### config.mk
export PLATFORM = sky130hd
export DESIGN_NAME = store_disambig_queue
export DESIGN_NICKNAME = d
export VERILOG_FILES = /design/src/rtl/sdq_pkg.sv /design/src/rtl/sdq_ptrs.sv /design/src/rtl/sdq_entries.sv /design/src/rtl/sdq_search.sv /design/src/rtl/store_disambig_queue.sv
export SDC_FILE = /design/constraint.sdc
export NUM_CORES = 2
export LEC_CHECK = 0
export BUFFER_PORTS_ARGS = -buffer_cell sky130_fd_sc_hd__buf_2
export CORE_MARGIN = 2
export CORE_UTILIZATION = 63
export DETAILED_ROUTE_END_ITERATION = 8
export PLACE_DENSITY = 0.82
export SLEW_MARGIN = 20
export SYNTH_ARGS = -nofsm -noshare
export SYNTH_HDL_FRONTEND = slang
export SYNTH_HIERARCHICAL = 1
export SYNTH_SLANG_ARGS = --single-unit
### constraint.sdc
create_clock -name clk -period 7.8 [get_ports clk]
set_clock_uncertainty 0.05 [all_clocks]
set_input_delay 0.78 -clock clk [delete_from_list [all_inputs] [get_ports clk]]
set_output_delay 0.78 -clock clk [all_outputs]
set_load 0.03 [all_outputs]
### src/rtl/sdq_pkg.sv
package sdq_pkg;

  typedef enum logic [1:0] {
    LDR_MEM   = 2'd0,
    LDR_VAL   = 2'd1,
    LDR_TAG   = 2'd2,
    LDR_STALL = 2'd3
  } ld_res_e;

endpackage

### src/rtl/sdq_ptrs.sv
module sdq_ptrs #(
  parameter int DEPTH = 8,
  localparam int IDXW = $clog2(DEPTH),
  localparam int PTRW = IDXW + 1
) (
  input  logic            clk,
  input  logic            rst_n,
  input  logic            push,
  input  logic            pop,
  output logic [PTRW-1:0] head,
  output logic [PTRW-1:0] tail,
  output logic [PTRW-1:0] count,
  output logic            full
);

  localparam logic [PTRW-1:0] FULL_CNT = PTRW'(DEPTH);

  always_ff @(posedge clk) begin
    if (!rst_n) begin
      head <= '0;
      tail <= '0;
    end else begin
      if (push) tail <= tail + 1'b1;
      if (pop)  head <= head + 1'b1;
    end
  end

  always_comb begin
    count = tail - head;
    full  = (count == FULL_CNT);
  end

endmodule

### src/rtl/sdq_entries.sv
module sdq_entries #(
  parameter int DEPTH = 8,
  parameter int AW    = 16,
  parameter int DW    = 32,
  parameter int TAGW  = 6,
  localparam int IDXW = $clog2(DEPTH)
) (
  input  logic                       clk,
  input  logic                       rst_n,
  input  logic                       alloc_en,
  input  logic [IDXW-1:0]            alloc_slot,
  input  logic [TAGW-1:0]            alloc_tag,
  input  logic                       afill_en,
  input  logic [IDXW-1:0]            afill_slot,
  input  logic [AW-1:0]              afill_value,
  input  logic                       dfill_en,
  input  logic [IDXW-1:0]            dfill_slot,
  input  logic [DW-1:0]              dfill_value,
  output logic [DEPTH-1:0]           addr_ok,
  output logic [DEPTH-1:0]           data_ok,
  output logic [DEPTH-1:0][AW-1:0]   addr_q,
  output logic [DEPTH-1:0][DW-1:0]   data_q,
  output logic [DEPTH-1:0][TAGW-1:0] tag_q
);

  for (genvar g = 0; g < DEPTH; g++) begin : g_slot
    localparam logic [IDXW-1:0] ME = IDXW'(g);

    always_ff @(posedge clk) begin
      if (!rst_n) begin
        addr_ok[g] <= 1'b0;
        data_ok[g] <= 1'b0;
        addr_q[g]  <= '0;
        data_q[g]  <= '0;
        tag_q[g]   <= '0;
      end else begin
        if (afill_en && afill_slot == ME) begin
          addr_ok[g] <= 1'b1;
          addr_q[g]  <= afill_value;
        end
        if (dfill_en && dfill_slot == ME) begin
          data_ok[g] <= 1'b1;
          data_q[g]  <= dfill_value;
        end
        if (alloc_en && alloc_slot == ME) begin
          addr_ok[g] <= 1'b0;
          data_ok[g] <= 1'b0;
          tag_q[g]   <= alloc_tag;
        end
      end
    end
  end

endmodule

### src/rtl/sdq_search.sv
module sdq_search
  import sdq_pkg::*;
#(
  parameter int DEPTH = 8,
  parameter int AW    = 16,
  parameter int DW    = 32,
  parameter int TAGW  = 6,
  localparam int IDXW = $clog2(DEPTH),
  localparam int PTRW = IDXW + 1
) (
  input  logic                       q_valid,
  input  logic [PTRW-1:0]            q_tail,
  input  logic [AW-1:0]              q_addr,
  input  logic [PTRW-1:0]            head,
  input  logic [PTRW-1:0]            count,
  input  logic [DEPTH-1:0]           addr_ok,
  input  logic [DEPTH-1:0]           data_ok,
  input  logic [DEPTH-1:0][AW-1:0]   addr_q,
  input  logic [DEPTH-1:0][DW-1:0]   data_q,
  input  logic [DEPTH-1:0][TAGW-1:0] tag_q,
  output ld_res_e                    res,
  output logic [DW-1:0]              res_data,
  output logic [TAGW-1:0]            res_tag
);

  logic [PTRW-1:0] span;
  logic [PTRW-1:0] n_older;
  logic            any_unknown;
  logic            any_hit;
  logic [IDXW-1:0] sel;

  always_comb begin
    span    = q_tail - head;
    // a head that has moved past the recorded tail leaves no older store
    n_older = (span <= count) ? span : '0;
    any_unknown = 1'b0;
    any_hit     = 1'b0;
    sel         = '0;
    for (int k = 0; k < DEPTH; k++) begin
      logic [IDXW-1:0] slot;
      slot = head[IDXW-1:0] + IDXW'(k);
      if (PTRW'(k) < n_older) begin
        if (!addr_ok[slot]) begin
          any_unknown = 1'b1;
        end else if (addr_q[slot] == q_addr) begin
          any_hit = 1'b1;
          sel     = slot;   // later k is younger, so the last hit wins
        end
      end
    end
  end

  always_comb begin
    res      = LDR_MEM;
    res_data = '0;
    res_tag  = '0;
    if (q_valid) begin
      if (any_unknown) begin
        res = LDR_STALL;
      end else if (any_hit) begin
        if (data_ok[sel]) begin
          res      = LDR_VAL;
          res_data = data_q[sel];
        end else begin
          res     = LDR_TAG;
          res_tag = tag_q[sel];
        end
      end
    end
  end

endmodule

### src/rtl/store_disambig_queue.sv
module store_disambig_queue
  import sdq_pkg::*;
#(
  parameter int DEPTH = 8,
  parameter int AW    = 16,
  parameter int DW    = 32,
  parameter int TAGW  = 6,
  localparam int IDXW = $clog2(DEPTH),
  localparam int PTRW = IDXW + 1
) (
  input  logic            clk,
  input  logic            rst_n,
  input  logic            alloc_valid,
  output logic            alloc_ready,
  input  logic [TAGW-1:0] alloc_tag,
  output logic [PTRW-1:0] tail_ptr,
  input  logic            addr_valid,
  input  logic [IDXW-1:0] addr_slot,
  input  logic [AW-1:0]   addr_value,
  input  logic            data_valid,
  input  logic [IDXW-1:0] data_slot,
  input  logic [DW-1:0]   data_value,
  input  logic            ld_valid,
  input  logic [PTRW-1:0] ld_tail,
  input  logic [AW-1:0]   ld_addr,
  output logic [1:0]      ld_result,
  output logic [DW-1:0]   ld_data,
  output logic [TAGW-1:0] ld_tag,
  output logic            deq_valid,
  input  logic            deq_ready,
  output logic [AW-1:0]   deq_addr,
  output logic [DW-1:0]   deq_data
);

  logic [PTRW-1:0]           head, tail, count;
  logic                      full, push, pop;
  logic [DEPTH-1:0]          addr_ok, data_ok;
  logic [DEPTH-1:0][AW-1:0]  addr_q;
  logic [DEPTH-1:0][DW-1:0]  data_q;
  logic [DEPTH-1:0][TAGW-1:0] tag_q;
  ld_res_e                   res;
  logic [IDXW-1:0]           head_idx;

  assign alloc_ready = !full;
  assign push        = alloc_valid && alloc_ready;
  assign pop         = deq_valid && deq_ready;
  assign tail_ptr    = tail;
  assign head_idx    = head[IDXW-1:0];

  sdq_ptrs #(.DEPTH(DEPTH)) u_ptrs (
    .clk(clk), .rst_n(rst_n), .push(push), .pop(pop),
    .head(head), .tail(tail), .count(count), .full(full)
  );

  sdq_entries #(.DEPTH(DEPTH), .AW(AW), .DW(DW), .TAGW(TAGW)) u_entries (
    .clk(clk), .rst_n(rst_n),
    .alloc_en(push), .alloc_slot(tail[IDXW-1:0]), .alloc_tag(alloc_tag),
    .afill_en(addr_valid), .afill_slot(addr_slot), .afill_value(addr_value),
    .dfill_en(data_valid), .dfill_slot(data_slot), .dfill_value(data_value),
    .addr_ok(addr_ok), .data_ok(data_ok),
    .addr_q(addr_q), .data_q(data_q), .tag_q(tag_q)
  );

  sdq_search #(.DEPTH(DEPTH), .AW(AW), .DW(DW), .TAGW(TAGW)) u_search (
    .q_valid(ld_valid), .q_tail(ld_tail), .q_addr(ld_addr),
    .head(head), .count(count),
    .addr_ok(addr_ok), .data_ok(data_ok),
    .addr_q(addr_q), .data_q(data_q), .tag_q(tag_q),
    .res(res), .res_data(ld_data), .res_tag(ld_tag)
  );

  assign ld_result = res;

  always_comb begin
    deq_valid = (count != '0) && addr_ok[head_idx] && data_ok[head_idx];
    deq_addr  = addr_q[head_idx];
    deq_data  = data_q[head_idx];
  end

endmodule

==> impl_metrics.csv <==
group,metric,value,unit
place,dp_hpwl,66.0,mm
cts,numCtsBuffers,50,
power_and_ir_drop,power,5500,uW
sta,tns,0,ns
global_routing,busiest_layer,"met2",
cts,cts.htree.levels,2,
floorplan,die_h,228,um
yosys,yosysWarnings,6,
setup_path,start_kind,"flop",
cts,cts_max_path_buffers,3,
sta,relSlewSlack,23.8,%
floorplan,dieArea,0.0522,mm^2
yosys,synth_seq_cells,456,
global_routing,grtUsageMet3,7.45,%
drt,vias,25400,
place,globalplace.congestion,1.04,
min_path,hold_depth,2,
status,outcome,"finished, final reports clean",
yosys,async_flop_share,0,%
sta,setup_viol,0,
yosys,syn-num-nets,3117,
cts,clk_latency,0.62,ns
setup_path,cp.required,6.97,ns
sta,hold_viol_final,0,
setup_path,crit_family,"multiplexers",
global_routing,antenna_found_initial,8,
setup_path,cp_num_cells,18,
drt,ant_nets,0,
min_path,hp-class,"flop to flop",
power_and_ir_drop,irDropWorstVdd,0.193,mV
global_routing,grtUsageMet2,61.2,%
yosys,synth_top_area_share,28.8,%
power_and_ir_drop,power_density,160,mW/mm^2
global_routing,grt_overflow,0,
drt,wl,97.9,mm
global_routing,grt_pass1_wl,150,mm
cts,cts_num_sinks,456,
finish,final.fill_count,3644,
setup_path,crit_buf_inv,4,
sta,worst_pin_slew,1.14,ns
setup_path,slowest_stage,"ha_4",
finish,fin_nets,3147,
finish,final_area,0.0345,mm^2
floorplan,initial_core_util,63.5,%
global_routing,grt_start_max_net_pins,154,
floorplan,fp-row-count,82,
setup_path,path_class,"flop to output pin",
drt,drtIter0Drc,2626,
setup_path,worstPathMaxFanout,35,
place,numPortBuffers,180,
global_routing,use_met1,45.6,%
drt,drc_errors,0,
run,maxCapViolCount,0,
drt,first_pass_iters,6,
yosys,synthTopCellsByCount,"mux2i_1 (818), nand2_1 (550), dfxtp_1 (456), mux4_2 (241), buf_2 (114)",
sta,fin_crit,7.54,ns
global_routing,first_global_vias,25300,
yosys,synth_edf_count,0,
yosys,avgSynthCellArea,10.5,um^2
yosys,synth.largest_area_cell,"dfxtp_1",
global_routing,grt_usage,36.5,%
yosys,synth_cells,3014,
setup_path,ff2ff_path_depth,7,
yosys,synth_area,0.0317,mm^2
yosys,ys_seq_area_share,28.8,%
yosys,ys_types,88,
yosys,dominantRegCellSynth,"dfxtp_1",
cts,cts_tree,"yes",
floorplan,ioPinCount,181,
setup_path,crit_chain,"inv_1 > ha_4 > buf_6 > mux4_2 > xnor2_1 > a41oi_1 > a21oi_1 > nand3_1 > nor4_1 > nor2b_1 > o21ai_0 > a211o_1 > a21oi_4 > mux2i_2 > mux2i_4 > buf_4 > nor3_2 > buf_2",
power_and_ir_drop,leakage,0.0139,uW
sta,rsz0062_at_grt,"false",
sta,max_freq,133,MHz
setup_path,worstPathArrival,6.71,ns
floorplan,coreArea,0.0500,mm^2
sta,slew_viol_final,0,
floorplan,die_width,228,um
sta,finalCritPeriodShare,96.7,%
setup_path,r2r_slack,4.17,ns
drt,via_per_inst,6.76,
yosys,ys_top_cells_by_area,"dfxtp_1 (29%), mux2i_1 (26%), mux4_2 (17%)",
setup_path,crit_path_max_incr_delay,0.71,ns
drt,wire_per_inst,26.0,um
yosys,yosysMostFrequentCell,"mux2i_1",
cts,path_clk_slew,0.06,ns
finish,drive_above_1_share,22.8,%
setup_path,end_kind,"output pin",
place,place_area,0.0326,mm^2
finish,area_growth_syn_to_layout,8.76,%
cts,cts-root-buf,"clkbuf_16",
## routing by layer
metal	routed length (um)	vias to the layer above	part of all wire (%)
met3	8450	270	8.6
met4	4370	8	4.5
met2	47300	1297	48
met1	37700	12700	38
li1	-	11200	-
met5	57	-	0.058
## registers in the layout, indices dropped and copies added (netlist names)
name / flops
u_ptrs/head: 4
u_entries/addr_ok: 8
u_entries/tag_q: 48
u_entries/data_q: 256
u_ptrs/tail: 4
u_entries/addr_q: 128
u_entries/data_ok: 8
## power by group
group	internal, uW	switching [uW]
registers	2380	62.2
logic	219	368
clock network	1440	1030
total	4050	1460
## through the flow
| step | worst slack (ns) | cells | utilization [%] | hold WS (ns) |
|---|---|---|---|---|
| finish | 0.257 | 3760 | 69.0 | 0.409 |
| global route | 0.00361 | 3756 | 69.0 | 0.430 |
| CTS | 0.0393 | 3752 | 68.8 | 0.408 |
| detailed placement | 0.474 | 3660 | 65.3 | 0.398 |
| global placement | 0.628 | 3660 | 65.3 | 0.392 |
| floorplan | 0.856 | 3014 | - | 0.384 |
## tightest hold or removal path: stages, from the launching register on
cell and delay (ns):
dfxtp_1 0.31, nand2_1 0.05, mux2i_1 0.05
## path summary, 6_finish.rpt
path                                      to                            start
min          u_entries/tag_q[4]$_SDFFE_PN0P_  u_entries/tag_q[4]$_SDFFE_PN0P_
min reg2reg  u_entries/tag_q[4]$_SDFFE_PN0P_  u_entries/tag_q[4]$_SDFFE_PN0P_
max                               ld_data[6]      u_ptrs/head[0]$_SDFFE_PN0P_
max reg2reg      u_ptrs/head[3]$_SDFFE_PN0P_      u_ptrs/head[1]$_SDFFE_PN0P_
## cells by family after synthesis
family | Yosys count | synth area share, %
adders and majority gates | 17 | 0.710
DFF | 456 | 28.8
and+or+nand+nor | 825 | 12.5
buffers and inverters | 294 | 5.01
xor gates and xnor gates | 151 | 4.19
muxes | 1127 | 45.4
AOI/OAI and AO/OA | 144 | 3.38
## cells in the final DEF (no fill, tap or decap), types with 30 or more instances in the layout
master,synthesis,routed
nor3_2,30,30
mux2_2,66,66
nor2_1,35,34
nor3_1,32,32
buf_2,114,179
dfxtp_1,456,453
mux4_2,241,241
clkbuf_16,0,51
nand2_1,550,550
xnor2_1,95,95
mux2i_1,818,816
xor2_1,55,54
buf_4,27,47
## cell type report
class                           count  area [um^2]  share of cell area [%]
Multi-Input combinational cell   2265        21200                    61.3
Sequential cell                   456         9140                    26.5
Timing Repair Buffer              240         1500                    4.34
Clock buffer                       69         1450                    4.21
Tap cell                          672          841                    2.44
Clock inverter                     22          289                   0.838
Inverter                           31          116                   0.337
Antenna cell                        5         12.5                  0.0363
## timing repair
action	in CTS	in global routing
cloned	1	1
hold buffers	0	0
setup buffers	0	1
setup endpoints to repair	14	34
pin swaps	0	1
gates resized for setup	1	13
Note: power is estimated with default switching activity, not from simulation.
